**config.mk**
```make
export PLATFORM = sky130hd
export DESIGN_NAME = lock_irq_ctrl
export DESIGN_NICKNAME = d
export VERILOG_FILES = /design/src/rtl/lsic_pkg.sv /design/src/rtl/lsic_sticky_bank.sv /design/src/rtl/lsic_irq_gen.sv /design/src/rtl/lsic_soft_reset.sv /design/src/rtl/lock_irq_ctrl.sv
export SDC_FILE = /design/constraint.sdc
export NUM_CORES = 1
export LEC_CHECK = 0
export BUFFER_PORTS_ARGS = -buffer_cell sky130_fd_sc_hd__buf_2
export CAP_MARGIN = 20
export CORE_MARGIN = 2
export CORE_UTILIZATION = 59
export CTS_BUF_LIST = sky130_fd_sc_hd__clkbuf_4 sky130_fd_sc_hd__clkbuf_8
export DETAILED_ROUTE_END_ITERATION = 10
export HOLD_SLACK_MARGIN = 0.03
export PLACE_DENSITY_LB_ADDON = 0.08
export SLEW_MARGIN = 20
export SYNTH_ARGS = -nofsm -noshare
export SYNTH_HDL_FRONTEND = slang
export SYNTH_SLANG_ARGS = --single-unit
```
**constraint.sdc**
```tcl
create_clock -name clk -period 2.7 [get_ports clk]
set_input_delay 0.135 -clock clk [delete_from_list [all_inputs] [get_ports clk]]
set_output_delay 0.135 -clock clk [all_outputs]
set_load 0.05 [all_outputs]
```
**src/rtl/lsic_pkg.sv**
```systemverilog
package lsic_pkg;
  typedef enum logic [1:0] {
    SEL_LIVE   = 2'd0,
    SEL_STICKY = 2'd1,
    SEL_MASK   = 2'd2,
    SEL_SRST   = 2'd3
  } reg_sel_e;

  localparam int PLL_A_LOL_BIT = 5;
  localparam int PLL_B_LOL_BIT = 6;
endpackage

```
**src/rtl/lsic_sticky_bank.sv**
```systemverilog
module lsic_sticky_bank #(
  parameter int W = 8
) (
  input  logic         clk,
  input  logic         rst,
  input  logic [W-1:0] live_in,
  input  logic         clr_we,
  input  logic [W-1:0] clr_data,
  output logic [W-1:0] live_q,
  output logic [W-1:0] sticky_q
);
  logic [W-1:0] sticky_nxt;

  // Per bit: a rising live edge sets, a written 0 clears, and set has priority.
  for (genvar i = 0; i < W; i++) begin : g_bit
    logic rise;
    logic clr;
    assign rise          = live_in[i] & ~live_q[i];
    assign clr           = clr_we & ~clr_data[i];
    assign sticky_nxt[i] = rise | (sticky_q[i] & ~clr);
  end

  always_ff @(posedge clk) begin
    if (rst) begin
      live_q   <= '0;
      sticky_q <= '0;
    end else begin
      live_q   <= live_in;
      sticky_q <= sticky_nxt;
    end
  end
endmodule

```
**src/rtl/lsic_irq_gen.sv**
```systemverilog
module lsic_irq_gen #(
  parameter int W = 8
) (
  input  logic         clk,
  input  logic         rst,
  input  logic         mask_we,
  input  logic [W-1:0] mask_data,
  input  logic [W-1:0] sticky,
  output logic [W-1:0] mask_q,
  output logic         irq_n
);
  logic pending;
  assign pending = |(sticky & ~mask_q);

  always_ff @(posedge clk) begin
    if (rst) begin
      mask_q <= '0;
      irq_n  <= 1'b1;
    end else begin
      if (mask_we) mask_q <= mask_data;
      irq_n <= ~pending;
    end
  end
endmodule

```
**src/rtl/lsic_soft_reset.sv**
```systemverilog
module lsic_soft_reset #(
  parameter int N = 2
) (
  input  logic         clk,
  input  logic         rst,
  input  logic         we,
  input  logic [N-1:0] data,
  output logic [N-1:0] pulse
);
  always_ff @(posedge clk) begin
    if (rst) pulse <= '0;
    else     pulse <= we ? data : '0;
  end
endmodule

```
**src/rtl/lock_irq_ctrl.sv**
```systemverilog
module lock_irq_ctrl
  import lsic_pkg::*;
#(
  parameter int STAT_W  = 8,
  parameter int NUM_PLL = 2
) (
  input  logic               clk,
  input  logic               rst,
  input  logic               wr_en,
  input  logic               rd_en,
  input  logic [1:0]         addr,
  input  logic [STAT_W-1:0]  wr_data,
  output logic [STAT_W-1:0]  rd_data,
  input  logic [STAT_W-1:0]  status_in,
  output logic               irq_n,
  output logic [NUM_PLL-1:0] pll_rst
);
  logic [STAT_W-1:0] status_q;
  logic [STAT_W-1:0] sticky_q;
  logic [STAT_W-1:0] mask_q;
  logic              we_sticky;
  logic              we_mask;
  logic              we_srst;
  logic [STAT_W-1:0] rd_mux;

  assign we_sticky = wr_en && (addr == SEL_STICKY);
  assign we_mask   = wr_en && (addr == SEL_MASK);
  assign we_srst   = wr_en && (addr == SEL_SRST);

  lsic_sticky_bank #(.W(STAT_W)) u_sticky (
    .clk      (clk),
    .rst      (rst),
    .live_in  (status_in),
    .clr_we   (we_sticky),
    .clr_data (wr_data),
    .live_q   (status_q),
    .sticky_q (sticky_q)
  );

  lsic_irq_gen #(.W(STAT_W)) u_irq (
    .clk       (clk),
    .rst       (rst),
    .mask_we   (we_mask),
    .mask_data (wr_data),
    .sticky    (sticky_q),
    .mask_q    (mask_q),
    .irq_n     (irq_n)
  );

  lsic_soft_reset #(.N(NUM_PLL)) u_srst (
    .clk   (clk),
    .rst   (rst),
    .we    (we_srst),
    .data  (wr_data[NUM_PLL-1:0]),
    .pulse (pll_rst)
  );

  always_comb begin
    case (addr)
      SEL_LIVE:   rd_mux = status_q;
      SEL_STICKY: rd_mux = sticky_q;
      SEL_MASK:   rd_mux = mask_q;
      default:    rd_mux = '0;
    endcase
  end

  always_ff @(posedge clk) begin
    if (rst)        rd_data <= '0;
    else if (rd_en) rd_data <= rd_mux;
  end
endmodule

```
### Word level (Yosys, flattened, before mapping)

Index checks and enable logic that the tools add are counted.
Widths: inputs -> output; s select.

* mux-type cells: 1
* bitwise gates (word level): 60
* equal/unequal tests: 3
* reductions and logical operators: 6

Operators by type and width (number)
* $not 1->1: 26
* $and 1x1->1: 24
* $pmux 8 s3: 1
* $and 8x8->8: 1
* $not 8->8: 1
* $or 1x1->1: 8
* $reduce_or 8->1: 1
* $eq 2x2->1 const B: 2
* $logic_and 1x1->1: 3
* $eq 2x1->1 const B: 1
* $logic_not 2->1: 1
* $reduce_or 2->1: 1

* register bits: 35
* word-level logic and storage cells: 76

### Logic depth before layout (Yosys ltp)

* depth after elaboration: 6
* mapped depth: 5
* depth with buffers taken out: 3

### By module

Synthesis repeated with hierarchy kept, for this count alone.

* cell total of the unflattened synthesis: 162
* area total of the unflattened synthesis: 1529.0 um2

By module, submodules not included
* lsic_sticky_bank: area an instance 611.8 um2, instances 1, cells each 58, seq. area each 320.3 um2
* lock_irq_ctrl: area an instance 483.0 um2, instances 1, cells each 59, seq. area each 160.2 um2
* lsic_irq_gen: area an instance 376.6 um2, instances 1, cells each 41, seq. area each 180.2 um2
* lsic_soft_reset: area an instance 57.6 um2, instances 1, cells each 4, seq. area each 40.0 um2

### Least setup slack after synthesis

No wires, ideal clock.

* kind: reg2reg
* start point: register, netlist name rd_data[0]
* end point: register rd_data[0]
* required time: 2.612 ns
* period minus slack after synthesis: 1.011 ns
* cell stages (with the launch flop): 3
* library setup time: 0.088 ns
* path buffers: 0
* arrival: 0.923 ns
* setup slack: 1.689 ns
* cells stage by stage: dfxtp_1 nor2_1 a311oi_2

RTL lines
* end signal, assigned: line lock_irq_ctrl.sv:69 `else if (rd_en) rd_data <= rd_mux;`
* end, declared: line lock_irq_ctrl.sv:13 `output logic [STAT_W-1:0] rd_data,`

### Final worst setup path

* start point: register rd_data[4]
* end point: output port rd_data[4]

No word-level cell between the ends.

==> out/metrics.yaml <==
run_status:
  status: "finished clean"
logic_synthesis:
  synth_area_leader_cell: "dfxtp_1"
  synth_fa_ha_area_share_pct: 0
  netlist.area_leader.share_pct: 48.03
  syn_area_per_cell_sq_um: 9.061
  ys.flop_type: "dfxtp_1"
  synth_warnings: 0
  synthesis.area_sq_um: 1459
  synth-edff-count: 0
  synthDistinctLibCells: 22
  synth_simple_gate_area_share_pct: 21.96
  ys_seq_area_share_pct: 48.03
  yosys.area_share.xor_xnor_pct: 0
  synth_cells: 161
  synth_most_common_cell: "dfxtp_1"
  synth-seq-cells: 35
  synth_compound_area_share_pct: 18.35
  synth_commonest_cells: "dfxtp_1, a21oi_1, nand2_1, inv_1, nor2b_1"
  synth_top_family_by_area: "simple AND/OR/NAND/NOR gates"
  synth_nets: 183
  synthMuxAreaShare_pct: 5.489
  async_flop_share_pct: 0
  synth_area_leaders: "dfxtp_1, a311oi_2, a21oi_1"
clock_tree:
  postCtsHoldBufs: 5
  root_buffer: "clkbuf_4"
  cts_max_path_buffers: 2
  post-cts-setup-buffer-count: 0
  clk_pin_slew_ps: 90
  numCtsBuffers: 5
  clkSinkCount: 35
  h-tree-depth: 2
  ctsResizeCount: 0
  clk_latency_ps: 330
  cts_tree: "yes"
timing:
  hold_slack_ps: 38.87
  fin_skew_ps: 3.058
  max_freq_ghz: 0.9390
  layout_worst_path_cycle_share_pct: 39.44
  rsz0062_at_grt: "false"
  tightest_slew_ps: 646.2
  hold_violations: 0
  fin_setup_tns_ps: 0
  finalWorstPathRequiredPeriod_ps: 1065
  final_max_slew_viol_count: 0
  slew_headroom_pct: 56.92
  setup_viol: 0
worst_setup_path:
  cp_top_family: "flip-flops"
  crit_slowest_cell: "dfxtp_1"
  critPathLaunchType: "register"
  slowest_delay_ps: 340
  cp_cell_sequence: "buf_2"
  crit_type: "register to output pin"
  worstSetupEndpointType: "output pin"
  path_max_fanout: 2
  cp.arrival_ps: 930
  required_ps: 2570
  critical_path_buf_inv_count: 1
finish:
  post-route-util_pct: 70.66
  drive_above_1_share_pct: 24.10
  regArea_sq_um: 700.7
  nets: 218
  final_cell_area_sq_um: 1703
  antennaDiodeCount: 0
  multi_input_area_sq_um: 668.1
  fillers: 191
  syn2layout_area_growth_pct: 16.72
floorplan:
  die_y_um: 53.73
  core_area_sq_um: 2410
  ios: 33
  row_count: 18
  initial_core_util_pct: 60.54
  die_area_sq_um: 2886
  die_w_um: 53.73
place:
  gp_congestion: 0.7964
  dp_hpwl_um: 2112
  postPlaceCellArea_sq_um: 1608
  io_buffers: 32
global_routing:
  grt_pass1_vias: 1191
  grt_first_pass_wirelength_um: 5112
  grt_util_all_layers_pct: 24.71
  antenna_found_initial: 0
  grt_max_degree: 34
  grt_overflow: 0
pwr:
  pwr_density_cell_nw_per_um2: 572.1
  finalPower_mw: 0.9741
  p_leak_nw: 0.7069
  irDropWorstVdd_mv: 0.4713
routing:
  wl_per_cell_um: 13.31
  avgViaCountPerCell: 5.413
  routed_wl_um: 2995
  ant_nets: 0
  first_iter_violations: 25
  drtPass1Iterations: 4
  drc: 0
  via_count: 1218
job:
  cap_violations: 0
worst_hold_path:
  hold_path_class: "input port to register"
-- registers in the layout, indices dropped and copies added (netlist names) --
signal / cells
rd_data: 8
u_irq.irq_n: 1
u_irq.mask_q: 8
u_srst.pulse: 2
u_sticky.live_q: 8
u_sticky.sticky_q: 8
-- kinds of logic after synthesis --
group	after synthesis
AO/OA/AOI/OAI	37
buffers and inverters	19
flip-flops	35
multiplexers	8
AND/OR/NAND/NOR	62
-- cell usage in the layout, fill, tap and decap left out, drive strengths merged --
cell         count
inv              9
nor2b            9
clkbuf           6
nand3b           2
a21oi           16
o21ai            8
nand2           16
o41ai            1
nor2             8
dlygate4sd3      5
a311oi           8
mux2i            8
and3             3
nand2b           8
o22ai            4
nand3            8
dfxtp           35
buf             33
or2              8
-- through the flow --
stage	setup slack, ps	std cells
final	1635	225
after global routing	1492	225
after CTS	1619	225
after detailed placement	1313	214
after global placement	1412	214
after floorplan	1689	161
-- worst paths after layout --
check                            end  slack, ps                 start  cells after the start
setup / recovery          rd_data[4]       1640            rd_data[4]                      1
hold / removal    u_sticky.live_q[4]         40          status_in[4]                      2
setup reg to reg          rd_data[7]       1640  u_sticky.sticky_q[7]                      3
hold reg to reg      u_irq.mask_q[2]        490       u_irq.mask_q[2]                      2
-- final cells by class --
class / count / share of cell area (%)
Multi-Input combinational cell: 107 / 39.24
Tap cell: 30 / 2.204
Inverter: 9 / 1.984
Sequential cell: 35 / 41.15
Clock buffer: 6 / 2.645
Timing Repair Buffer: 38 / 12.78
-- power breakdown --
part,internal (mW),switching (mW)
Sequential,0.545,0.0158
Combinational,0.0601,0.0973
Clock,0.103,0.153
-- per-layer routing --
layer	routed length (um)	track usage, %	vias to the layer above
li1	-	-	619
met1	1430	29.58	554
met2	1322	39.84	41
met3	206	8.611	4
met4	36	10.68	0
met5	0	0	-
(Power assumes the default switching activity.)
